<file path="config.mk">
export PLATFORM = sky130hd
export DESIGN_NAME = cdtimer
export DESIGN_NICKNAME = d
export VERILOG_FILES = /design/src/rtl/tmr_pkg.sv /design/src/rtl/tmr_prescaler.sv /design/src/rtl/tmr_datapath.sv /design/src/rtl/tmr_control.sv /design/src/rtl/cdtimer.sv
export SDC_FILE = /design/constraint.sdc
export NUM_CORES = 1
export LEC_CHECK = 0
export BUFFER_PORTS_ARGS = -buffer_cell sky130_fd_sc_hd__buf_2
export CAP_MARGIN = 20
export CORE_MARGIN = 2
export CORE_UTILIZATION = 25
export DETAILED_ROUTE_END_ITERATION = 10
export GPL_ROUTABILITY_DRIVEN = 0
export MAX_ROUTING_LAYER = met4
export REMOVE_ABC_BUFFERS = 1
export SLEW_MARGIN = 0
export SYNTH_ARGS = -nofsm -noshare
export SYNTH_HDL_FRONTEND = slang
export SYNTH_SLANG_ARGS = --single-unit
export TNS_END_PERCENT = 50
</file>
<file path="constraint.sdc">
create_clock -name clk -period 2.1 [get_ports clk]
set_clock_uncertainty 0.1 [all_clocks]
set_input_delay 0.21 -clock clk [delete_from_list [all_inputs] [get_ports clk]]
set_output_delay 0.21 -clock clk [all_outputs]
set_load 0.005 [all_outputs]
</file>
<file path="src/rtl/tmr_pkg.sv">
package tmr_pkg;
  localparam logic [3:0] ADDR_CTRL2 = 4'h1;
  localparam logic [3:0] ADDR_TCTRL = 4'hE;
  localparam logic [3:0] ADDR_COUNT = 4'hF;

  typedef struct packed {
    logic loadDirect;  // put write data into the running counter
    logic loadPeriod;  // put write data into the period register
    logic step;        // decrement by one
    logic reload;      // expiry: copy period into counter
  } tmr_strobe_t;
endpackage

</file>
<file path="src/rtl/tmr_prescaler.sv">
module tmr_prescaler #(
  parameter int unsigned DIV_FAST = 64,
  parameter int unsigned DIV_MID  = 64,
  parameter int unsigned DIV_SLOW = 60
) (
  input  logic       clk,
  input  logic       rstN,
  input  logic       baseTick,
  output logic [3:0] srcTicks
);
  localparam int unsigned STAGES = 3;
  localparam int unsigned DIVS [STAGES] = '{DIV_FAST, DIV_MID, DIV_SLOW};

  logic [STAGES:0] tickChain;
  assign tickChain[0] = baseTick;

  for (genvar g = 0; g < STAGES; g++) begin : gStage
    localparam int unsigned W = (DIVS[g] > 2) ? $clog2(DIVS[g]) : 1;
    localparam logic [W-1:0] LAST = W'(DIVS[g] - 1);
    logic [W-1:0] stageCnt;

    always_ff @(posedge clk) begin
      if (!rstN) begin
        stageCnt <= '0;
      end else if (tickChain[g]) begin
        stageCnt <= (stageCnt == LAST) ? '0 : stageCnt + 1'b1;
      end
    end

    assign tickChain[g+1] = tickChain[g] && (stageCnt == LAST);

    // a stage counter never holds a value beyond its divide ratio
    a_r2_stage_range: assert property (@(posedge clk) disable iff (!rstN)
      stageCnt <= LAST);
  end

  assign srcTicks = tickChain;
endmodule

</file>
<file path="src/rtl/tmr_datapath.sv">
module tmr_datapath
  import tmr_pkg::*;
#(
  parameter int unsigned DW = 8
) (
  input  logic          clk,
  input  logic          rstN,
  input  tmr_strobe_t   stb,
  input  logic [DW-1:0] wrData,
  output logic          cntIsZero,
  output logic          cntIsOne
);
  logic [DW-1:0] cnt;
  logic [DW-1:0] period;

  always_ff @(posedge clk) begin
    if (!rstN) begin
      cnt    <= '0;
      period <= '0;
    end else begin
      if (stb.loadPeriod) period <= wrData;
      if (stb.loadDirect)  cnt <= wrData;
      else if (stb.reload) cnt <= period;
      else if (stb.step)   cnt <= cnt - 1'b1;
    end
  end

  assign cntIsZero = (cnt == '0);
  assign cntIsOne  = (cnt == DW'(1));

  a_r5_direct_load: assert property (@(posedge clk) disable iff (!rstN)
    stb.loadDirect |=> cnt == $past(wrData));
  a_r3_hold_idle: assert property (@(posedge clk) disable iff (!rstN)
    !(stb.loadDirect || stb.reload || stb.step) |=> $stable(cnt));
  a_r6_zero_sticks: assert property (@(posedge clk) disable iff (!rstN)
    (cntIsZero && !stb.loadDirect) |=> cntIsZero);
  a_r4_reload_value: assert property (@(posedge clk) disable iff (!rstN)
    (stb.reload && !stb.loadDirect) |=> cnt == $past(period));
endmodule

</file>
<file path="src/rtl/tmr_control.sv">
module tmr_control
  import tmr_pkg::*;
#(
  parameter int unsigned DW = 8
) (
  input  logic          clk,
  input  logic          rstN,
  input  logic [3:0]    srcTicks,
  input  logic          wrEn,
  input  logic [3:0]    wrAddr,
  input  logic [DW-1:0] wrData,
  input  logic          cntIsZero,
  input  logic          cntIsOne,
  output tmr_strobe_t   stb,
  output logic          timerFlag,
  output logic          irqOut
);
  logic [1:0] srcSel;
  logic       runEn, tieEn, pulseMode, flagQ, pulseQ;

  logic wrCtrl2, wrTctrl, wrCount, srcTick, zeroHit, flagClear;
  assign wrCtrl2   = wrEn && (wrAddr == ADDR_CTRL2);
  assign wrTctrl   = wrEn && (wrAddr == ADDR_TCTRL);
  assign wrCount   = wrEn && (wrAddr == ADDR_COUNT);
  assign srcTick   = srcTicks[srcSel];
  assign zeroHit   = runEn && srcTick && cntIsOne;
  assign flagClear = wrCtrl2 && !wrData[2];

  always_comb begin
    stb            = '0;
    stb.reload     = zeroHit;
    stb.step       = runEn && srcTick && !cntIsZero && !cntIsOne;
    stb.loadDirect = wrCount && !runEn;
    stb.loadPeriod = wrCount;
  end

  always_ff @(posedge clk) begin
    if (!rstN) begin
      srcSel    <= 2'd0;
      runEn     <= 1'b0;
      tieEn     <= 1'b0;
      pulseMode <= 1'b0;
      flagQ     <= 1'b0;
      pulseQ    <= 1'b0;
    end else begin
      if (wrTctrl) begin
        srcSel <= wrData[1:0];
        runEn  <= wrData[3];
      end
      if (wrCtrl2) begin
        tieEn     <= wrData[0];
        pulseMode <= wrData[4];
      end
      if (zeroHit)        flagQ <= 1'b1;
      else if (flagClear) flagQ <= 1'b0;
      if (zeroHit)        pulseQ <= 1'b1;
      else if (srcTick)   pulseQ <= 1'b0;
    end
  end

  assign timerFlag = flagQ;
  assign irqOut    = tieEn && (pulseMode ? pulseQ : flagQ);

  a_r4_hit_sets_flag: assert property (@(posedge clk) disable iff (!rstN)
    zeroHit |=> timerFlag);
  a_r7_flag_sticky: assert property (@(posedge clk) disable iff (!rstN)
    (timerFlag && !flagClear) |=> timerFlag);
  a_r7_no_spurious_set: assert property (@(posedge clk) disable iff (!rstN)
    (!timerFlag && !zeroHit) |=> !timerFlag);
  a_r9_pulse_after_hit: assert property (@(posedge clk) disable iff (!rstN)
    zeroHit |=> pulseQ);
  a_r3_no_hit_disabled: assert property (@(posedge clk) disable iff (!rstN)
    !runEn |-> !(stb.reload || stb.step));
endmodule

</file>
<file path="src/rtl/cdtimer.sv">
module cdtimer
  import tmr_pkg::*;
#(
  parameter int unsigned DIV_FAST = 64,
  parameter int unsigned DIV_MID  = 64,
  parameter int unsigned DIV_SLOW = 60
) (
  input  logic       clk,
  input  logic       rstN,
  input  logic       baseTick,
  input  logic       wrEn,
  input  logic [3:0] wrAddr,
  input  logic [7:0] wrData,
  output logic       timerFlag,
  output logic       irqOut
);
  localparam int unsigned DW = 8;

  logic [3:0]  srcTicks;
  tmr_strobe_t stb;
  logic        cntIsZero, cntIsOne;

  tmr_prescaler #(.DIV_FAST(DIV_FAST), .DIV_MID(DIV_MID), .DIV_SLOW(DIV_SLOW)) uPre (
    .clk(clk), .rstN(rstN), .baseTick(baseTick), .srcTicks(srcTicks)
  );

  tmr_control #(.DW(DW)) uCtl (
    .clk(clk), .rstN(rstN), .srcTicks(srcTicks), .wrEn(wrEn), .wrAddr(wrAddr),
    .wrData(wrData), .cntIsZero(cntIsZero), .cntIsOne(cntIsOne), .stb(stb),
    .timerFlag(timerFlag), .irqOut(irqOut)
  );

  tmr_datapath #(.DW(DW)) uDp (
    .clk(clk), .rstN(rstN), .stb(stb), .wrData(wrData),
    .cntIsZero(cntIsZero), .cntIsOne(cntIsOne)
  );
endmodule

</file>
==> run metrics <==
outcome completed; final hold vios 0; WP data arrival around 2200 ps; met1 usage 0.152; core area 8130 um^2; cell accounting for the most synthesized area dfxtp_1; top post-synthesis cells by count 41 x dfxtp_1, 27 x nor2_1, 21 x nand2_1; via count 1829; sequential-to-total area share from yosys stat 0.396; Sink Count 41; Mapped Cells roughly 230; Post-DP Area 2530 um^2; # port buffers 17; global-route wire length before repair ~8400 um; total die area around 9000 um^2; Die Width about 95 um; fin crit period ~2100 ps; top-count cell post-synth dfxtp_1; Fill cells ~840; Hold WS around 58 ps; Site Rows 33; antenna violations before repair 0; chip height around 95 um; area of the mapped netlist just over 2000 um^2; crit-path most repeated cell or4_4; prevailing post-synth register cell dfxtp_1; FF-to-FF Start uDp.cnt[0]; GRT Util Overall 0.121; Hold Crit Class primary input to flop; effective utilization at floorplan 0.255; YS warnings 0; pin count of the biggest net entering global routing 19; setup violators final 0; CP Launch Type flop; CTS tree done; clk slew on worst S/H paths around 90 ps; Util after Layout 0.340; CP Launch Point uDp.cnt[0]; critical-path maximum fanout 4; total iterations of the first detailed-routing run 4; period utilisation layout 0.989; H-tree depth 2; EDFF count, synth 0; Final Max Tran Viols 0; root buffer cell clkbuf_8; Post-DRT Antenna Nets 0; critical path endpoint category flop; Clk Latency, worst-skew pair around 300 ps; vias in the first global route 1797; Crit path required time 2190 ps; share of layout cells above drive strength 1 0.352; max incr delay on CP 530 ps; M2 GR Usage 0.189; Yosys cell types 45; LEAKAGE 1.19 nW; grt peak-use layer met2; RSZ-0062 raised after global routing true; WS Path Type flop to flop; met3 Use GR 0.0269; Slowest-stage cell, CP or4_4; Max Cap Violations 0; # IOs 18; total chip power approximately 1.5 mW; Post-layout nets between 300 and 400; relative slew slack 0.732; fmax between 400 and 500 MHz; ANT cells 0; Detail Placement HPWL roughly 3600 um; CP cell instances or4_4 > or4_4 > a221oi_2 > nor3_1 > a221o_1; initial drt markers 55; GR Overflow Total 0; CTS max path bufs 2; maximum vdd ir drop between 0.0002 and 0.00025 V; Post-Layout Inst Area around 2800 um^2; DRC 0; ys async rst share 0; P&R area growth vs syn 33.6%; CTS Buf Count 5; HP Start wrData[6]; drt wl/cell 12.6 um; Synth Register Bits between 40 and 50; DRT Wirelength approximately 5000 um; top cell type's share of synthesized area 0.396; Power Dens Cells ~530 nW/um^2; FF/Latch Area around 830 um^2; synthesized area per cell 9.09 um^2; Slew @ Worst Pin slightly above 400 ps; Multi-input gate area approximately 1300 um^2; vias per std cell about 4.7; most area-consuming cells after synthesis dfxtp_1 40%, mux2i_1 8.2%, nor2_1 4.9%, nand2_1 3.8%, xnor2_1 3.4%
[final cells by class]
type                            count  share of cell area
Multi-Input combinational cell    173               0.465
Sequential cell                    41               0.300
Timing Repair Buffer               61               0.150
Tap cell                          105              0.0474
Clock buffer                        7              0.0312
Inverter                            5             0.00678
[power by group]
part / internal [mW] / total [mW] / switching [mW]
Sequential: 0.787 / 0.796 / 0.00898
Clock: 0.261 / 0.526 / 0.265
Combinational: 0.0702 / 0.141 / 0.0710
[layout by cell type, fill, tap and decap left out, drive strengths merged, types with 2 or more instances in the layout]
cell,count
inv,5
o21ai,8
nor4b,2
nor4,2
nor3,8
nor2,27
a21boi,4
or2,3
dfxtp,41
mux2i,17
a21oi,3
xnor2,8
clkbuf,7
buf,61
nand3,8
and2,6
a221o,7
nand2,21
o211a,2
xor2,6
ha,5
o221a,2
nand4,5
or4,3
o31ai,4
and3,3
nor2b,8
[routing by layer]
| layer | wire [um] | share of wire |
|---|---|---|
| met1 | 2320 | 0.47 |
| met4 | 69 | 0.014 |
| met3 | 227 | 0.046 |
| met2 | 2340 | 0.47 |
| met5 | 0 | 0 |
[through the flow]
step / setup slack [ps] / TNS, ps / cells
3_3_place_gp: -85.9 / -367 / 381
2_1_floorplan: -171 / -952 / 219
3_5_place_dp: -138 / -680 / 381
4_1_cts: 13.3 / 0 / 390
6_report: 23.4 / 0 / 392
5_1_grt: -26.2 / -26.2 / 392
[what timing repair did]
action,CTS,global route
gates resized for setup,6,23
pin swaps,1,4
hold buffers,0,0
setup endpoints to repair,7,10
buffers inserted,2,3
gates cloned,0,0
[registers in the layout, indices dropped and copies added (netlist names)]
register,flops
uCtl.timerFlag,1
uCtl.pulseMode,1
uPre.gStage.stageCnt,18
uDp.period,8
uCtl.tieEn,1
uCtl.srcSel,2
uCtl.pulseQ,1
uDp.cnt,8
uCtl.runEn,1
[critical path, delay by kind of cell, from the launching register on]
kind / cells / cell delay [ps]
simple gates: 3 / 1040
compound gates: 2 / 490
flops: 1 / 340
[worst paths after layout]
kind | to | slack (ps) | cells past startpoint
max | uDp.cnt[7] | 20 | 5
min | uDp.cnt[6] | 60 | 2
max reg2reg | uDp.cnt[7] | 20 | 5
min reg2reg | uCtl.pulseQ | 380 | 2
[cell families after synthesis]
logic type      count (synthesis)  share of synthesized area
compound gates                 38                      0.143
xor+xnor                       14                     0.0592
fa+ha+maj                       5                     0.0302
buf+inv                        14                     0.0380
flops                          41                      0.396
mux                            17                     0.0821
simple gates                   99                      0.251
(Power assumes the default switching activity.)
